File: config.mk
export PLATFORM = sky130hd
export DESIGN_NAME = skip_group_unit
export DESIGN_NICKNAME = d
export VERILOG_FILES = /design/src/rtl/skip_pkg.sv /design/src/rtl/skip_decode.sv /design/src/rtl/skip_test.sv /design/src/rtl/skip_acc_path.sv /design/src/rtl/skip_group_unit.sv
export SDC_FILE = /design/constraint.sdc
export NUM_CORES = 1
export LEC_CHECK = 0
export BUFFER_PORTS_ARGS = -buffer_cell sky130_fd_sc_hd__buf_2
export CORE_MARGIN = 2
export CORE_UTILIZATION = 37
export DETAILED_ROUTE_END_ITERATION = 10
export GPL_TIMING_DRIVEN = 1
export HOLD_SLACK_MARGIN = 0.15
export MAX_ROUTING_LAYER = met4
export PLACE_DENSITY = 0.76
export SLEW_MARGIN = 20
export SYNTH_ARGS = -nofsm -noshare
export SYNTH_HDL_FRONTEND = slang
export SYNTH_SLANG_ARGS = --single-unit
File: constraint.sdc
create_clock -name clk -period 1.4 [get_ports clk]
set_clock_uncertainty 0.1 [all_clocks]
set_input_delay 0.14 -clock clk [delete_from_list [all_inputs] [get_ports clk]]
set_output_delay 0.14 -clock clk [all_outputs]
set_load 0.005 [all_outputs]
File: src/rtl/skip_pkg.sv
package skip_pkg;

    localparam int WORD_W   = 12;
    localparam int GROUP_HI = 11;
    localparam int GROUP_LO = 8;

    // Bit positions inside the word (index 0 = least significant)
    localparam int B_CLEAR   = 7;
    localparam int B_NEG     = 6;
    localparam int B_ZERO    = 5;
    localparam int B_LINK    = 4;
    localparam int B_REVERSE = 3;
    localparam int B_MERGE   = 2;
    localparam int B_HALT    = 1;
    localparam int B_RSVD    = 0;

    localparam int N_TESTS = 3;

    typedef struct packed {
        logic               accept;
        logic               clear;
        logic [N_TESTS-1:0] test_sel;   // {neg, zero, link}
        logic               reverse;
        logic               merge;
        logic               halt;
    } skip_ctl_t;

    function automatic skip_ctl_t decode_word(input logic [WORD_W-1:0] w);
        skip_ctl_t c;
        c.accept   = (w[GROUP_HI:GROUP_LO] == '1) && !w[B_RSVD];
        c.clear    = w[B_CLEAR];
        c.test_sel = {w[B_NEG], w[B_ZERO], w[B_LINK]};
        c.reverse  = w[B_REVERSE];
        c.merge    = w[B_MERGE];
        c.halt     = w[B_HALT];
        return c;
    endfunction

endpackage

File: src/rtl/skip_decode.sv
module skip_decode
    import skip_pkg::*;
(
    input  logic [WORD_W-1:0] word,
    output skip_ctl_t         ctl
);
    always_comb ctl = decode_word(word);
endmodule

File: src/rtl/skip_test.sv
module skip_test
    import skip_pkg::*;
#(
    parameter int DATA_W = 12
) (
    input  skip_ctl_t         ctl,
    input  logic [DATA_W-1:0] acc,
    input  logic              link,
    output logic              skip
);
    logic [N_TESTS-1:0] cond;
    logic [N_TESTS-1:0] hit;

    // Conditions measured on the entry accumulator
    assign cond = {acc[DATA_W-1], (acc == '0), link};

    for (genvar i = 0; i < N_TESTS; i++) begin : g_hit
        assign hit[i] = ctl.test_sel[i] & cond[i];
    end

    always_comb begin
        if (ctl.reverse) skip = ~|hit;
        else             skip = |hit;
    end
endmodule

File: src/rtl/skip_acc_path.sv
module skip_acc_path
    import skip_pkg::*;
#(
    parameter int DATA_W = 12
) (
    input  skip_ctl_t         ctl,
    input  logic [DATA_W-1:0] acc,
    input  logic [DATA_W-1:0] sw,
    output logic [DATA_W-1:0] acc_next
);
    logic [DATA_W-1:0] after_clear;

    always_comb begin
        after_clear = ctl.clear ? '0 : acc;
        acc_next    = ctl.merge ? (after_clear | sw) : after_clear;
    end
endmodule

File: src/rtl/skip_group_unit.sv
module skip_group_unit
    import skip_pkg::*;
#(
    parameter int DATA_W = 12
) (
    input  logic              clk,
    input  logic              rst,
    input  logic              op_valid,
    input  logic [WORD_W-1:0] op_word,
    input  logic [DATA_W-1:0] acc_in,
    input  logic              link_in,
    input  logic [DATA_W-1:0] switches,
    output logic              out_valid,
    output logic              skip_req,
    output logic [DATA_W-1:0] acc_out,
    output logic              halt_req,
    output logic              bad_word
);
    skip_ctl_t         ctl;
    logic              skip_c;
    logic [DATA_W-1:0] acc_c;

    skip_decode u_dec (.word(op_word), .ctl(ctl));

    skip_test #(.DATA_W(DATA_W)) u_test (
        .ctl(ctl), .acc(acc_in), .link(link_in), .skip(skip_c)
    );

    skip_acc_path #(.DATA_W(DATA_W)) u_acc (
        .ctl(ctl), .acc(acc_in), .sw(switches), .acc_next(acc_c)
    );

    always_ff @(posedge clk) begin
        if (rst) begin
            out_valid <= 1'b0;
            skip_req  <= 1'b0;
            halt_req  <= 1'b0;
            bad_word  <= 1'b0;
            acc_out   <= '0;
        end else begin
            out_valid <= op_valid;
            if (op_valid) begin
                bad_word <= !ctl.accept;
                skip_req <= ctl.accept && skip_c;
                halt_req <= ctl.accept && ctl.halt;
                acc_out  <= ctl.accept ? acc_c : acc_in;
            end else begin
                bad_word <= 1'b0;
                skip_req <= 1'b0;
                halt_req <= 1'b0;
            end
        end
    end

    AST_RESULT_LATENCY: assert property (@(posedge clk) disable iff (rst)
        op_valid |=> out_valid);
    AST_IDLE_QUIET: assert property (@(posedge clk) disable iff (rst)
        !out_valid |-> !(skip_req || halt_req || bad_word));
    AST_IDLE_HOLD: assert property (@(posedge clk) disable iff (rst)
        !op_valid |=> $stable(acc_out));
    AST_REJECT_NO_ACTION: assert property (@(posedge clk) disable iff (rst)
        bad_word |-> !skip_req && !halt_req);
    AST_REJECT_ACC_KEPT: assert property (@(posedge clk) disable iff (rst)
        op_valid && op_word[0] |=> bad_word && acc_out == $past(acc_in));
    AST_CLEAR_MERGE_LOAD: assert property (@(posedge clk) disable iff (rst)
        op_valid && op_word == 12'o7604 |=> acc_out == $past(switches));
    AST_PLAIN_NEVER_SKIPS: assert property (@(posedge clk) disable iff (rst)
        op_valid && op_word[6:3] == 4'b0000 |=> !skip_req);
    AST_REVERSE_EMPTY_SKIPS: assert property (@(posedge clk) disable iff (rst)
        op_valid && op_word[11:8] == 4'hF && !op_word[0] && op_word[6:3] == 4'b0001
        |=> skip_req);
    AST_HALT_MATCHES: assert property (@(posedge clk) disable iff (rst)
        op_valid && op_word[11:8] == 4'hF && !op_word[0] |=> halt_req == $past(op_word[1]));

endmodule

# Word level (Yosys, flattened, before mapping)
# Index checks and enable logic that the tools add are counted.
# op_classes
n_mux,4
n_reduce_logical,9
n_bitwise,5
n_eq_ne,1
# ops
op,count
12-bit two-way mux,3
12-bit zero test,1
12-bit bitwise OR,1
"4-bit equality test, second input constant",1
1-bit AND,3
1-bit logical AND,3
1-bit zero test,3
3-bit OR reduction,1
2-bit OR reduction,1
1-bit two-way mux,1
1-bit NOT,1
# totals
ff_bits,16
output_inout_bits,16

# Longest topological paths before layout
# depth
ltp_word,6
depth_mapped,5

# Cells and area by module
# A second synthesis with hierarchy kept.
# hier_totals
cells_unflattened,120
hier_area_um2,1037.2
# modules_own_cells
module,n_inst,cells_each,area_per_inst_um2
skip_group_unit,1,62,654.4
skip_acc_path,1,38,210.2
skip_test,1,11,103.8
skip_decode,1,9,68.8

# Least setup slack after synthesis
# OpenSTA, ideal clock, no wires.
# synth_timing
path_type,input to register
from,input port op_word[0]
to,register acc_out[0]
t_arrival_ns,1.030
path_stages,5
path_slack_ns,0.139
required_time_ns,1.168
path_cell_list,and4b_1 -> nand3_1 -> buf_2 -> a221oi_1 -> nor3_1
# synth_via
elab_chain_cells,3
# synth_rtl
element,line_no,source
"start, declared",skip_group_unit.sv:9,"input logic [WORD_W-1:0] op_word,"
1-bit zero test,skip_pkg.sv:30,c.accept = (w[GROUP_HI:GROUP_LO] == '1) && !w[B_RSVD];
1-bit logical AND,skip_pkg.sv:30,
12-bit two-way mux,skip_group_unit.sv:46,acc_out <= ctl.accept ? acc_c : acc_in;
"end signal, assigned",skip_group_unit.sv:46,
"end, declared",skip_group_unit.sv:15,"output logic [DATA_W-1:0] acc_out,"
# No other way between the ends.
# A chain may end at the register's enable or synchronous reset.

# Worst setup path after layout
# layout_timing
from,input port acc_in[1]
to,register skip_req
# layout_via
elab_chain_cells,6
# layout_rtl
element,line_no,source
"start, declared",skip_group_unit.sv:10,"input logic [DATA_W-1:0] acc_in,"
12-bit zero test *,skip_test.sv:15,"assign cond = {acc[DATA_W-1], (acc == '0), link};"
1-bit AND *,skip_test.sv:18,assign hit[i] = ctl.test_sel[i] & cond[i];
3-bit OR reduction *,"skip_test.sv:22, skip_test.sv:23",
1-bit zero test,skip_test.sv:22,if (ctl.reverse) skip = ~|hit;
1-bit two-way mux *,skip_test.sv:22,
1-bit logical AND *,skip_group_unit.sv:44,skip_req <= ctl.accept && skip_c;
"end signal, assigned",skip_group_unit.sv:44,
"end, declared",skip_group_unit.sv:14,"output logic skip_req,"
# Mark *: on every way between the ends. The rest lies on a longest branch, timed or not.

==> results_dict.tcl <==
set metrics [dict create \
    slew_violations 0 \
    syn-num-nets 125 \
    drtAntennaViolNets 0 \
    synth_most_common_cell "nand2_1" \
    yosys-top-cells-count "nand2_1, dfxtp_1, nor2_1" \
    hold_viol 0 \
    dieArea_mm2 0.00227 \
    power.leakage_nw 0.667 \
    clkSlewWorstSetupHoldPaths_ns 0.09 \
    wl_um 3070 \
    reg2reg_from "acc_out[7]$_SDFFE_PP0P_" \
    drt_iter0_drc 35 \
    vdd_ir_drop_max_mv 0.493 \
    synth_area_um2 703 \
    holdCritPathClass "input pin to flop" \
    worst_pin_slew_ns 0.314 \
    finish.cell_count_without_fillers 198 \
    critPathArrivalTime_ns 1.48 \
    antenna_found_initial 0 \
    hold_path_startpoint "op_word[6]" \
    syn_inst 85 \
    fp.dieH_um 47.6 \
    async_flop_share 0 \
    cts_tree "done" \
    required_ns 1.50 \
    min_period_ns 1.38 \
    track_usage 0.282 \
    vias 1058 \
    reg2reg_to "acc_out[7]$_SDFFE_PP0P_" \
    grt_first_pass_wirelength_um 4310 \
    setup_viol 0 \
    drc 0 \
    io_pins 56 \
    synth_top_cell_area_share 0.456 \
    worstSetupStartpoint "acc_in[1]" \
    synth-seq-cells 16 \
    vias_per_cell 5.34 \
    routedWlPerCell_um 15.5 \
    yosysTopAreaCell "dfxtp_1" \
    placementRows 15 \
    yosysSeqAreaShare 0.456 \
    grt.overflow.total 0 \
    slew_headroom 0.789 \
    fmax_mhz 724 \
    path_class "input pin to flop" \
    fin_nets 215 \
    status "completed" \
    ys.flop_type "dfxtp_1" \
    grt_pass1_vias 1050 \
    grt_max_degree 14 \
    synthTopCellsByArea "dfxtp_1, a311oi_1, nand2_1" \
    worst-path-buf-inv 2 \
    antennaDiodeCount 0 \
    area_growth_pct 94.0 \
    cts_buffers 3 \
    cts_max_level 1 \
    totalPowerFinal_mw 0.999 \
    dpl.cell_count 164 \
    first_pass_iters 4 \
    yosysWarnings 0 \
    hold_path_depth 4 \
    io_buffers 55 \
    path_cells "dlygate4sd3_1 -> buf_2 -> nor3_2 -> nand4_1 -> a21oi_1 -> and3b_1" \
    initial_core_util 0.399 \
    cts-root-buf "clkbuf_4" \
    cp_max_fo 2 \
    dp_hpwl_um 1470 \
    startpoint_type "input pin" \
    synth_edf_count 0 \
    cts.path.max_buffers 2 \
    drive_above_1_share 0.393 \
    crit_family "buffers and inverters" \
    cp_slowest_cell "dlygate4sd3_1" \
    clock_latency_ns 0.30 \
    core_area_mm2 0.00176 \
    routabilityCongestion 0.727 \
    drv_cap 0 \
    postCtsSetupRepairBufs 0 \
    crit_path_end_kind "flop" \
    synthDistinctLibCells 22 \
    power_density_mw_per_mm2 733 \
    finalCritPeriodShare 0.987 \
    reg2reg_slack_ns 0.59 \
    die_width_um 47.6 \
    avgSynthCellArea_um2 8.27 \
    r2r_cells 2 \
    critPathMaxStageDelay_ns 0.53 \
    cts.sinks 16 \
    min_to "skip_req$_SDFF_PP0_" \
]
-- state kept, by name, summed over array words and instances (netlist names) --
name       count
acc_out       12
bad_word       1
halt_req       1
out_valid      1
skip_req       1
-- final cells by class --
cell class | instances | area (µm²)
clock buffer | 3 | 22.5
fill | 126 | 400
inverter | 3 | 11.3
multi-input combinational | 61 | 363
sequential | 16 | 320
tap | 25 | 31.3
timing repair buffer | 90 | 616
-- per-stage QoR --
| step | utilization | setup WS (ns) | hold WS, ns | setup TNS [ns] | area (µm²) |
|---|---|---|---|---|---|
| 6_report | 0.773 | 0.0187 | 0.149 | 0 | 1360 |
| 5_1_grt | 0.773 | -0.0626 | 0.172 | -0.0626 | 1360 |
| 4_1_cts | 0.760 | 0.0380 | 0.156 | 0 | 1340 |
| 3_5_place_dp | 0.572 | 0.0233 | 0.258 | 0 | 1010 |
| 3_3_place_gp | 0.572 | 0.0887 | 0.241 | 0 | 1010 |
| 2_1_floorplan | - | 0.139 | 0.118 | 0 | 703 |
-- report_power, final --
part	switching [mW]	leakage, nW	internal (mW)
Sequential	0.0140	0.133	0.483
Combinational	0.105	0.521	0.147
Clock	0.150	0.0138	0.101
Total	0.269	0.667	0.730
-- kinds of logic (layout without fill, tap and decap cells) --
family / count (synthesis) / in the layout / share of synthesized area
AND/OR/NAND/NOR: 46 / 46 / 0.310
flip-flops: 16 / 16 / 0.456
AO/OA/AOI/OAI: 15 / 15 / 0.174
buffers and inverters: 8 / 96 / 0.0605
-- worst max path at each step --
stage / cells after the start / to / slack (ns)
after floorplan: 5 / acc_out[0]$_SDFFE_PP0P_ / 0.14
after global placement: 5 / skip_req$_SDFF_PP0_ / 0.09
after detailed placement: 5 / skip_req$_SDFF_PP0_ / 0.02
after CTS: 6 / skip_req$_SDFF_PP0_ / 0.04
after global routing: 6 / skip_req$_SDFF_PP0_ / -0.06
final: 6 / skip_req$_SDFF_PP0_ / 0.02
-- what timing repair did --
action / CTS / global route
resized for setup: 0 / 4
hold buffers: 31 / 0
endpoints found under the setup margin: 0 / 12
hold endpoints to repair: 16 / 0
-- worst min-delay path, delay by kind of cell --
family | cells | cell delay, ns
AO/OA/AOI/OAI | 1 | 0.08
AND/OR/NAND/NOR | 2 | 0.23
buffers and inverters | 1 | 0.08
-- routing by layer --
layer,wire length (µm),up-vias,track usage
met1,1060,490,0.276
li1,-,487,-
met5,0,-,-
met3,250,13,0.0566
met4,117,0,0.157
met2,1640,68,0.514
-- cells in the final DEF (no fill, tap or decap), drive strengths merged --
cell type and n:
nor4 1, nand2 18, a21oi 2, buf 59
and3 2, nor3 4, inv 3, nand4 1
nand3 2, a22oi 1, nand2b 1, dfxtp 16
and4b 1, nor2 13, dlygate4sd3 31, and3b 1
a221oi 3, a311oi 9, clkbuf 3, nor4b 1
and2 1
Note: power is estimated with default switching activity, not from simulation.
